### config.mk
export PLATFORM = sky130hd
export DESIGN_NAME = dest_addr_filter
export DESIGN_NICKNAME = d
export VERILOG_FILES = /design/src/rtl/daf_pkg.sv /design/src/rtl/daf_ctrl.sv /design/src/rtl/daf_hash_unit.sv /design/src/rtl/daf_addr_dp.sv /design/src/rtl/dest_addr_filter.sv
export SDC_FILE = /design/constraint.sdc
export NUM_CORES = 1
export LEC_CHECK = 0
export BUFFER_PORTS_ARGS = -buffer_cell sky130_fd_sc_hd__clkbuf_2
export CORE_MARGIN = 4
export CORE_UTILIZATION = 40
export CTS_CLUSTER_DIAMETER = 50
export CTS_CLUSTER_SIZE = 8
export DETAILED_ROUTE_END_ITERATION = 16
export HOLD_SLACK_MARGIN = 0.05
export PLACE_DENSITY = 0.76
export SETUP_SLACK_MARGIN = 0.2
export SLEW_MARGIN = 15
export SYNTH_ARGS = -nofsm -noshare
export SYNTH_HDL_FRONTEND = slang
export SYNTH_SLANG_ARGS = --single-unit
### constraint.sdc
create_clock -name clk -period 2.6 [get_ports clk]
set_clock_uncertainty 0.05 [all_clocks]
set_input_delay 0.52 -clock clk [delete_from_list [all_inputs] [get_ports clk]]
set_output_delay 0.52 -clock clk [all_outputs]
set_load 0.02 [all_outputs]
### src/rtl/daf_pkg.sv
package daf_pkg;

  localparam int ADDR_BYTES = 6;
  localparam int IDX_W = $clog2(ADDR_BYTES + 1);
  localparam logic [31:0] CRC_POLY = 32'h04C11DB7;
  localparam logic [31:0] CRC_INIT = 32'hFFFFFFFF;

  // strobes from control to datapath
  typedef struct packed {
    logic             first;     // first address byte of a frame
    logic             take;      // byte is part of the address
    logic [IDX_W-1:0] idx;       // position of the byte in the address
    logic             addrDone;  // all address bytes collected
    logic             decide;    // frame end on an open frame
  } daf_strobe_t;

  // one byte into the running CRC, least significant bit first
  function automatic logic [31:0] crcStep(input logic [31:0] crcIn, input logic [7:0] data);
    logic [31:0] c;
    logic fb;
    c = crcIn;
    for (int b = 0; b < 8; b++) begin
      fb = c[31] ^ data[b];
      c = {c[30:0], 1'b0};
      if (fb) c = c ^ CRC_POLY;
    end
    return c;
  endfunction

endpackage

### src/rtl/daf_ctrl.sv
module daf_ctrl
  import daf_pkg::*;
(
  input  logic        clk,
  input  logic        rstN,
  input  logic        inValid,
  input  logic        inFirst,
  input  logic        frameEnd,
  output daf_strobe_t stb
);

  localparam logic [IDX_W-1:0] LAST = IDX_W'(ADDR_BYTES);

  logic             frameOpen;
  logic [IDX_W-1:0] byteCnt;

  always_comb begin
    stb.first    = inValid & inFirst;
    stb.take     = inValid & (inFirst | (frameOpen & (byteCnt < LAST)));
    stb.idx      = inFirst ? '0 : byteCnt;
    stb.addrDone = (byteCnt == LAST);
    stb.decide   = frameEnd & frameOpen;
  end

  always_ff @(posedge clk) begin
    if (!rstN) begin
      frameOpen <= 1'b0;
      byteCnt   <= '0;
    end else begin
      if (stb.decide) frameOpen <= 1'b0;
      if (stb.first) begin
        frameOpen <= 1'b1;
        byteCnt   <= IDX_W'(1);
      end else if (stb.take) begin
        byteCnt <= byteCnt + IDX_W'(1);
      end
    end
  end

endmodule

### src/rtl/daf_hash_unit.sv
module daf_hash_unit
  import daf_pkg::*;
#(
  parameter int HASH_W = 6,
  localparam int TBL = 1 << HASH_W
) (
  input  logic              clk,
  input  logic              rstN,
  input  daf_strobe_t       stb,
  input  logic [7:0]        inData,
  input  logic [TBL-1:0]    hashTable,
  output logic [HASH_W-1:0] hashIdx,
  output logic              hashHit
);

  logic [31:0] crcReg;

  always_ff @(posedge clk) begin
    if (!rstN) begin
      crcReg <= CRC_INIT;
    end else if (stb.take) begin
      crcReg <= crcStep(stb.first ? CRC_INIT : crcReg, inData);
    end
  end

  assign hashIdx = crcReg[31 -: HASH_W];
  assign hashHit = hashTable[hashIdx];

endmodule

### src/rtl/daf_addr_dp.sv
module daf_addr_dp
  import daf_pkg::*;
#(
  parameter int MIN_LEN = 64,
  parameter int LEN_W = 16,
  parameter int HASH_W = 6
) (
  input  logic                    clk,
  input  logic                    rstN,
  input  daf_strobe_t             stb,
  input  logic                    cfgBcastEn,
  input  logic                    cfgMcastEn,
  input  logic                    cfgPromisc,
  input  logic                    cfgRuntOk,
  input  logic                    cfgKeepErr,
  input  logic                    cfgAutoTx,
  input  logic [8*ADDR_BYTES-1:0] stationAddr,
  input  logic [7:0]              inData,
  input  logic [LEN_W-1:0]        inLen,
  input  logic                    inCrcErr,
  input  logic                    inAlignErr,
  input  logic [HASH_W-1:0]       hashIdx,
  input  logic                    hashHit,
  output logic                    outValid,
  output logic                    outAccept,
  output logic                    outGroup,
  output logic                    txEnable
);

  localparam int TBL = 1 << HASH_W;
  localparam int PAD = 1 << IDX_W;
  localparam logic [HASH_W-1:0] IDX_OFF = HASH_W'(TBL - 2);
  localparam logic [HASH_W-1:0] IDX_ON  = HASH_W'(TBL - 1);
  localparam logic [LEN_W-1:0] LEN_MIN = LEN_W'(MIN_LEN);

  logic [ADDR_BYTES-1:0] byteEq;
  logic [PAD-1:0]        eqPad;
  logic physMatch, allOnes, groupBit;
  logic isBcast, isMcast, addrOk, lenOk, errOk, verdict;

  // per-position comparison of the incoming byte with the station address
  for (genvar k = 0; k < ADDR_BYTES; k++) begin : g_cmp
    assign byteEq[k] = (inData == stationAddr[8*k +: 8]);
  end
  assign eqPad = PAD'(byteEq);

  always_ff @(posedge clk) begin
    if (!rstN) begin
      physMatch <= 1'b0;
      allOnes   <= 1'b0;
      groupBit  <= 1'b0;
    end else if (stb.take) begin
      physMatch <= (stb.first | physMatch) & eqPad[stb.idx];
      allOnes   <= (stb.first | allOnes) & (inData == 8'hFF);
      if (stb.first) groupBit <= inData[0];
    end
  end

  always_comb begin
    isBcast = allOnes;
    isMcast = groupBit & ~allOnes;
    if (isBcast)      addrOk = cfgBcastEn;
    else if (isMcast) addrOk = cfgMcastEn & hashHit;
    else              addrOk = cfgPromisc | physMatch;
    lenOk   = cfgRuntOk | (inLen >= LEN_MIN);
    errOk   = cfgKeepErr | ~(inCrcErr | inAlignErr);
    verdict = stb.addrDone & addrOk & lenOk & errOk;
  end

  always_ff @(posedge clk) begin
    if (!rstN) begin
      outValid  <= 1'b0;
      outAccept <= 1'b0;
      outGroup  <= 1'b0;
      txEnable  <= 1'b1;
    end else begin
      outValid <= stb.decide;
      if (stb.decide) begin
        outAccept <= verdict;
        outGroup  <= stb.addrDone & groupBit;
        if (cfgAutoTx & stb.addrDone & isMcast) begin
          if (hashIdx == IDX_OFF)     txEnable <= 1'b0;
          else if (hashIdx == IDX_ON) txEnable <= 1'b1;
        end
      end
    end
  end

endmodule

### src/rtl/dest_addr_filter.sv
module dest_addr_filter
  import daf_pkg::*;
#(
  parameter int MIN_LEN = 64,
  parameter int LEN_W = 16,
  parameter int HASH_W = 6,
  localparam int TBL = 1 << HASH_W
) (
  input  logic                    clk,
  input  logic                    rstN,
  input  logic                    cfgBcastEn,
  input  logic                    cfgMcastEn,
  input  logic                    cfgPromisc,
  input  logic                    cfgRuntOk,
  input  logic                    cfgKeepErr,
  input  logic                    cfgAutoTx,
  input  logic [8*ADDR_BYTES-1:0] stationAddr,
  input  logic [TBL-1:0]          hashTable,
  input  logic                    inValid,
  input  logic                    inFirst,
  input  logic [7:0]              inData,
  input  logic                    frameEnd,
  input  logic [LEN_W-1:0]        inLen,
  input  logic                    inCrcErr,
  input  logic                    inAlignErr,
  output logic                    outValid,
  output logic                    outAccept,
  output logic                    outGroup,
  output logic                    txEnable
);

  daf_strobe_t       stb;
  logic [HASH_W-1:0] hashIdx;
  logic              hashHit;

  daf_ctrl u_ctrl (
    .clk(clk), .rstN(rstN), .inValid(inValid), .inFirst(inFirst),
    .frameEnd(frameEnd), .stb(stb)
  );

  daf_hash_unit #(.HASH_W(HASH_W)) u_hash (
    .clk(clk), .rstN(rstN), .stb(stb), .inData(inData),
    .hashTable(hashTable), .hashIdx(hashIdx), .hashHit(hashHit)
  );

  daf_addr_dp #(.MIN_LEN(MIN_LEN), .LEN_W(LEN_W), .HASH_W(HASH_W)) u_dp (
    .clk(clk), .rstN(rstN), .stb(stb),
    .cfgBcastEn(cfgBcastEn), .cfgMcastEn(cfgMcastEn), .cfgPromisc(cfgPromisc),
    .cfgRuntOk(cfgRuntOk), .cfgKeepErr(cfgKeepErr), .cfgAutoTx(cfgAutoTx),
    .stationAddr(stationAddr), .inData(inData), .inLen(inLen),
    .inCrcErr(inCrcErr), .inAlignErr(inAlignErr),
    .hashIdx(hashIdx), .hashHit(hashHit),
    .outValid(outValid), .outAccept(outAccept), .outGroup(outGroup),
    .txEnable(txEnable)
  );

endmodule

==> flow_summary.json, run 1 <==
{
  "drv_cap": 0,
  "final_max_slew_viol_count": 0,
  "vias": 3658,
  "r2r_slack_ps": 300,
  "grt_overflow_total": 0,
  "path_class": "reg -> reg",
  "antenna_found_initial": 0,
  "holdPathStages": 2,
  "die_x_um": 108,
  "drt_iter0_drc": 161,
  "cts.clk_slew.worst_paths_ps": 80,
  "postCtsSetupBuffers": 0,
  "min_from": "u_hash.crcReg[7]",
  "fillerInstances": 921,
  "setup_slack_ps": 297,
  "fmax_mhz": 434,
  "synth_edf_count": 0,
  "worst_slew_pin_slew_ps": 619,
  "ys_types": 54,
  "cts_max_path_buffers": 2,
  "post_drt_wl_per_cell_um": 15.7,
  "switching_share_pct": 34.8,
  "vdd_drop_max_mv": 0.265,
  "viasPerCell": 5.14,
  "synth_area_leaders": "dfxtp_1 22%, xnor2_1 17%, mux4_2 7.3%",
  "pin_count": 153,
  "fin_hold_ws_ps": 418,
  "cp-start-kind": "flop",
  "numPortBuffers": 146,
  "status": "finished clean",
  "synth_fp_nets": 583,
  "n_antenna_cell": 0,
  "r2r_cells": 6,
  "clk_latency_ps": 300,
  "r2r-end": "u_hash.crcReg[12]",
  "hold_viol": 0,
  "htreeDepth": 2,
  "grt_pass1_vias": 3677,
  "syn_inst": 432,
  "final_cell_mix": "146 x clkbuf_2, 78 x xnor2_1, 52 x nand2_1",
  "grt_max_degree": 28,
  "initial_core_util_pct": 41.0,
  "final.min_clock_period_ps": 2300,
  "p_clk_share_pct": 17.2,
  "seq_area_sq_um": 861,
  "synth_area_leader_cell": "dfxtp_1",
  "p_leak_nw": 2.24,
  "multi_input_area_sq_um": 2910,
  "slew_headroom_pct": 58.6,
  "synth_seq_cells": 43,
  "cp.arrival_ps": 2490,
  "cts.sinks": 43,
  "end_kind": "flop",
  "drc": 0,
  "min_to": "u_hash.crcReg[7]",
  "synthToLayoutAreaGrowth_pct": 26.1,
  "async_flop_share_pct": 0,
  "synth_top_area_share_pct": 21.6,
  "timing.rr.start": "u_hash.crcReg[31]",
  "crit_path_max_fanout": 7,
  "seqPwrFrac_pct": 28.9,
  "preCtsSetupSlack_ps": 94.0,
  "drt-total-wl_um": 11100,
  "rsz0062_at_grt": "no",
  "fin_nets": 728,
  "fp.dieH_um": 108,
  "postCtsHoldBufs": 0,
  "track_usage_pct": 19.0,
  "min_path_type": "reg -> reg",
  "postCtsResizedCells": 0,
  "dieArea_sq_um": 11600,
  "root_buffer": "clkbuf_8",
  "fin_tns_setup_ps": 0,
  "setup_viol": 0,
  "netSwitchingPower_w": 0.000961,
  "core-area_sq_um": 9730,
  "final_common_cell": "clkbuf_2",
  "p_int_w": 0.00180,
  "grt_pass1_wl_um": 17600,
  "yosysSeqAreaShare_pct": 21.6,
  "powerDensity_nw_per_um2": 549,
  "numCtsBuffers": 5,
  "hpwlAfterDp_um": 9130,
  "num_rows": 36,
  "required_ps": 2780,
  "gp_congestion": 0.825,
  "fin_crit_sh_pct": 88.6,
  "yosys_most_used_dff": "dfxtp_1",
  "cts_tree": "yes",
  "drive_above_1_share_pct": 38.9,
  "pwr-share-comb_pct": 53.9,
  "netlist_area_sq_um": 3990,
  "antenna_left": 0,
  "total_power_w": 0.00276,
  "drt_first_pass_iters": 4,
  "syn_avg_cell_area_sq_um": 9.23,
  "yosys_warnings": 0
}
## how the worst max path moves through the flow
stage                            startpoint           endpoint  depth (start not counted)  slack [ps]
after floorplan                     inFirst  u_hash.crcReg[11]                          7         300
after detailed placement            inValid  u_hash.crcReg[12]                          7          90
after global placement              inValid  u_hash.crcReg[12]                          7         150
after global routing      u_hash.crcReg[31]  u_hash.crcReg[12]                          6         220
after CTS                 u_hash.crcReg[31]  u_hash.crcReg[12]                          6         300
final                     u_hash.crcReg[31]  u_hash.crcReg[12]                          6         300
## synth_stat cells, types with 8 or more instances
cell type / count
clkbuf_1: 15
nand3_1: 8
nor4_1: 11
xnor2_1: 78
nand4_1: 11
mux4_2: 13
o211ai_1: 30
nand2_1: 52
dfxtp_1: 43
xor2_1: 30
nor2_1: 36
## power by group through the flow
stage               Clock (W)  Sequential, W  Combinational, W
floorplan                   0       0.000785           0.00117
global placement            0       0.000808           0.00145
detailed placement          0       0.000812           0.00149
CTS                  0.000485       0.000798           0.00150
global route         0.000502       0.000808           0.00161
finish               0.000474       0.000799           0.00149
## cell type report
cell class,instances,area share [%]
Multi-Input combinational cell,349,58.0
Inverter,6,0.448
Clock buffer,8,1.99
Sequential cell,43,17.1
Tap cell,133,3.31
Timing Repair Buffer,172,19.2
## worst max-delay path: stages, from the launching register on
cell and delay (ps):
dfxtp_1 480, xnor2_1 190, nor2_2 100, xnor2_4 390, xnor3_2 530, xnor3_1 360
o211ai_2 130
## through the flow
stage	utilization [%]	cells	cell area, sq um
detailed placement	50.6	703	4930
global placement	50.6	703	4930
CTS	51.7	711	5030
finish	51.7	711	5030
floorplan	-	432	3990
global route	51.7	711	5030
## flip-flops by register name, summed over array words and instances, names as in the netlist
register and flops:
u_dp.txEnable 1, u_dp.physMatch 1, u_dp.allOnes 1, u_dp.outAccept 1, u_dp.outGroup 1, u_dp.outValid 1, u_dp.groupBit 1, u_ctrl.byteCnt 3
u_hash.crcReg 32, u_ctrl.frameOpen 1
## cell families (layout without fill, tap and decap cells)
logic type	count (synthesis)	count (layout)	synth area share [%]
mux	23	23	10.0
xor+xnor	128	128	34.5
simple gates	137	137	16.3
compound gates	59	59	11.4
fa+ha+maj	2	2	0.627
flops	43	43	21.6
buf+inv	40	186	5.62
## routing by layer
metal  share of wire, %  vias up  GRT usage (%)
met4                2.3        0           8.93
met1                 40     1667           22.5
met2                 49      181           32.9
li1                   -     1791              -
met5                  0        -              0
met3                8.7       19           3.66
No activity file was read; power rests on OpenSTA's default activity.
==> inputs of run 2 (changes only) <==
BUFFER_PORTS_ARGS = -buffer_cell sky130_fd_sc_hd__buf_2   (was -buffer_cell sky130_fd_sc_hd__clkbuf_2)
==> flow_summary.json, run 2 (synthesized netlist as in run 1, its figures left out) <==
{
  "status": "finished clean",
  "drc": 0,
  "crit_path_max_fanout": 15,
  "antenna_left": 0,
  "preCtsSetupSlack_ps": 22.9,
  "fillerInstances": 905,
  "cts_max_path_buffers": 2,
  "timing.rr.start": "u_hash.crcReg[27]",
  "hold_viol": 0,
  "cts_tree": "yes",
  "multi_input_area_sq_um": 2910,
  "fin_nets": 725,
  "root_buffer": "clkbuf_8",
  "numPortBuffers": 146,
  "initial_core_util_pct": 41.0,
  "drv_cap": 0,
  "postCtsSetupBuffers": 0,
  "num_rows": 36,
  "setup_slack_ps": 322,
  "final.min_clock_period_ps": 2280,
  "drt_iter0_drc": 200,
  "min_from": "frameEnd",
  "holdPathStages": 2,
  "n_antenna_cell": 0,
  "grt_pass1_wl_um": 16900,
  "grt_overflow_total": 0,
  "postCtsHoldBufs": 0,
  "cp.arrival_ps": 2450,
  "cpMaxStageDelayCell": "xor3_1",
  "grt_max_degree": 40,
  "htreeDepth": 2,
  "min_path_type": "in -> reg",
  "cts.sinks": 43,
  "clk_latency_ps": 300,
  "largest_reg_flops": 32,
  "fp.dieH_um": 108,
  "grt_pass1_vias": 3570,
  "hpwlAfterDp_um": 8810,
  "core-area_sq_um": 9730,
  "min_to": "u_dp.outValid",
  "final_common_cell": "buf_2",
  "r2r_slack_ps": 400,
  "fin_hold_ws_ps": 423,
  "critPathMaxStageDelay_ps": 480,
  "r2r_cells": 7,
  "total_power_w": 0.00268,
  "final_cell_mix": "146 x buf_2, 78 x xnor2_1, 52 x nand2_1",
  "met1_usage_pct": 21.7,
  "drive_above_1_share_pct": 38.6,
  "setup_viol": 0,
  "vdd_drop_max_mv": 0.219,
  "dieArea_sq_um": 11600,
  "rsz0062_at_grt": "no",
  "met2_usage_pct": 32.3,
  "end_kind": "flop",
  "drt_first_pass_iters": 4,
  "antenna_found_initial": 0,
  "seq_area_sq_um": 861,
  "drt-total-wl_um": 10800,
  "pin_count": 153,
  "worstPathCellList": "buf_2, and2_4, buf_4, nor2_4, xnor2_2, xnor2_1, xor3_1, o211ai_1",
  "postCtsResizedCells": 0,
  "path_class": "in -> reg",
  "required_ps": 2780,
  "worst_slew_pin_slew_ps": 500,
  "viasPerCell": 5.14,
  "r2r-end": "u_dp.outAccept",
  "track_usage_pct": 18.2,
  "numCtsBuffers": 5,
  "powerDensity_nw_per_um2": 539,
  "final_max_slew_viol_count": 0,
  "die_x_um": 108,
  "post_drt_wl_per_cell_um": 15.2,
  "cts.clk_slew.worst_paths_ps": 80,
  "fmax_mhz": 439,
  "grt_most_used_layer": "met2",
  "fin_crit_sh_pct": 87.6,
  "cp-start-kind": "primary input",
  "synthToLayoutAreaGrowth_pct": 24.8,
  "largest_register": "u_hash.crcReg",
  "use_met3_pct": 3.18,
  "vias": 3638,
  "fin_tns_setup_ps": 0,
  "slew_headroom_pct": 66.5,
  "top_regs": "u_hash.crcReg: 32 flops, u_ctrl.byteCnt: 3 flops",
  "p_leak_nw": 2.18,
  "gp_congestion": 0.862
}
==> run 2: report_power, final <==
group / internal (W) / switching [W]
registers: 0.000736 / 0.0000589
logic: 0.000811 / 0.000650
clock network: 0.000188 / 0.000237
==> run 2: per-stage QoR <==
step                cells  utilization [%]  area [sq um]
floorplan             432                -          3990
global placement      700             50.3          4890
detailed placement    700             50.3          4890
CTS                   708             51.2          4980
global route          708             51.2          4980
finish                708             51.2          4980
==> run 2: routing by layer <==
metal / up-vias / share of wire, %
met5: - / 0
met1: 1662 / 41
li1: 1784 / -
met2: 172 / 47
met4: 0 / 2.2
met3: 20 / 9.4
==> run 2: how the worst max path moves through the flow <==
stage | from | to | slack, ps | depth (start not counted)
6_report | inValid | u_hash.crcReg[9] | 320 | 8
5_1_grt | inValid | u_hash.crcReg[9] | 230 | 8
4_1_cts | inValid | u_hash.crcReg[9] | 330 | 8
3_5_place_dp | inValid | u_hash.crcReg[9] | 20 | 8
3_3_place_gp | inValid | u_hash.crcReg[12] | 70 | 7
2_1_floorplan | inFirst | u_hash.crcReg[11] | 300 | 7
==> run 2: cell type report <==
cell class              count  area share [%]
repair buffers            169            18.7
inverters                   6           0.452
clock buffers               6            1.46
multi-input cells         349            58.5
clock inverters             2           0.251
flip-flops and latches     43            17.3
well taps                 133            3.34
==> run 2: critical path, delay by kind of cell <==
| family | cells | cell delay [ps] |
|---|---|---|
| AND/OR/NAND/NOR | 2 | 330 |
| XOR/XNOR | 3 | 1090 |
| AO/OA/AOI/OAI | 1 | 170 |
| buffers and inverters | 2 | 340 |
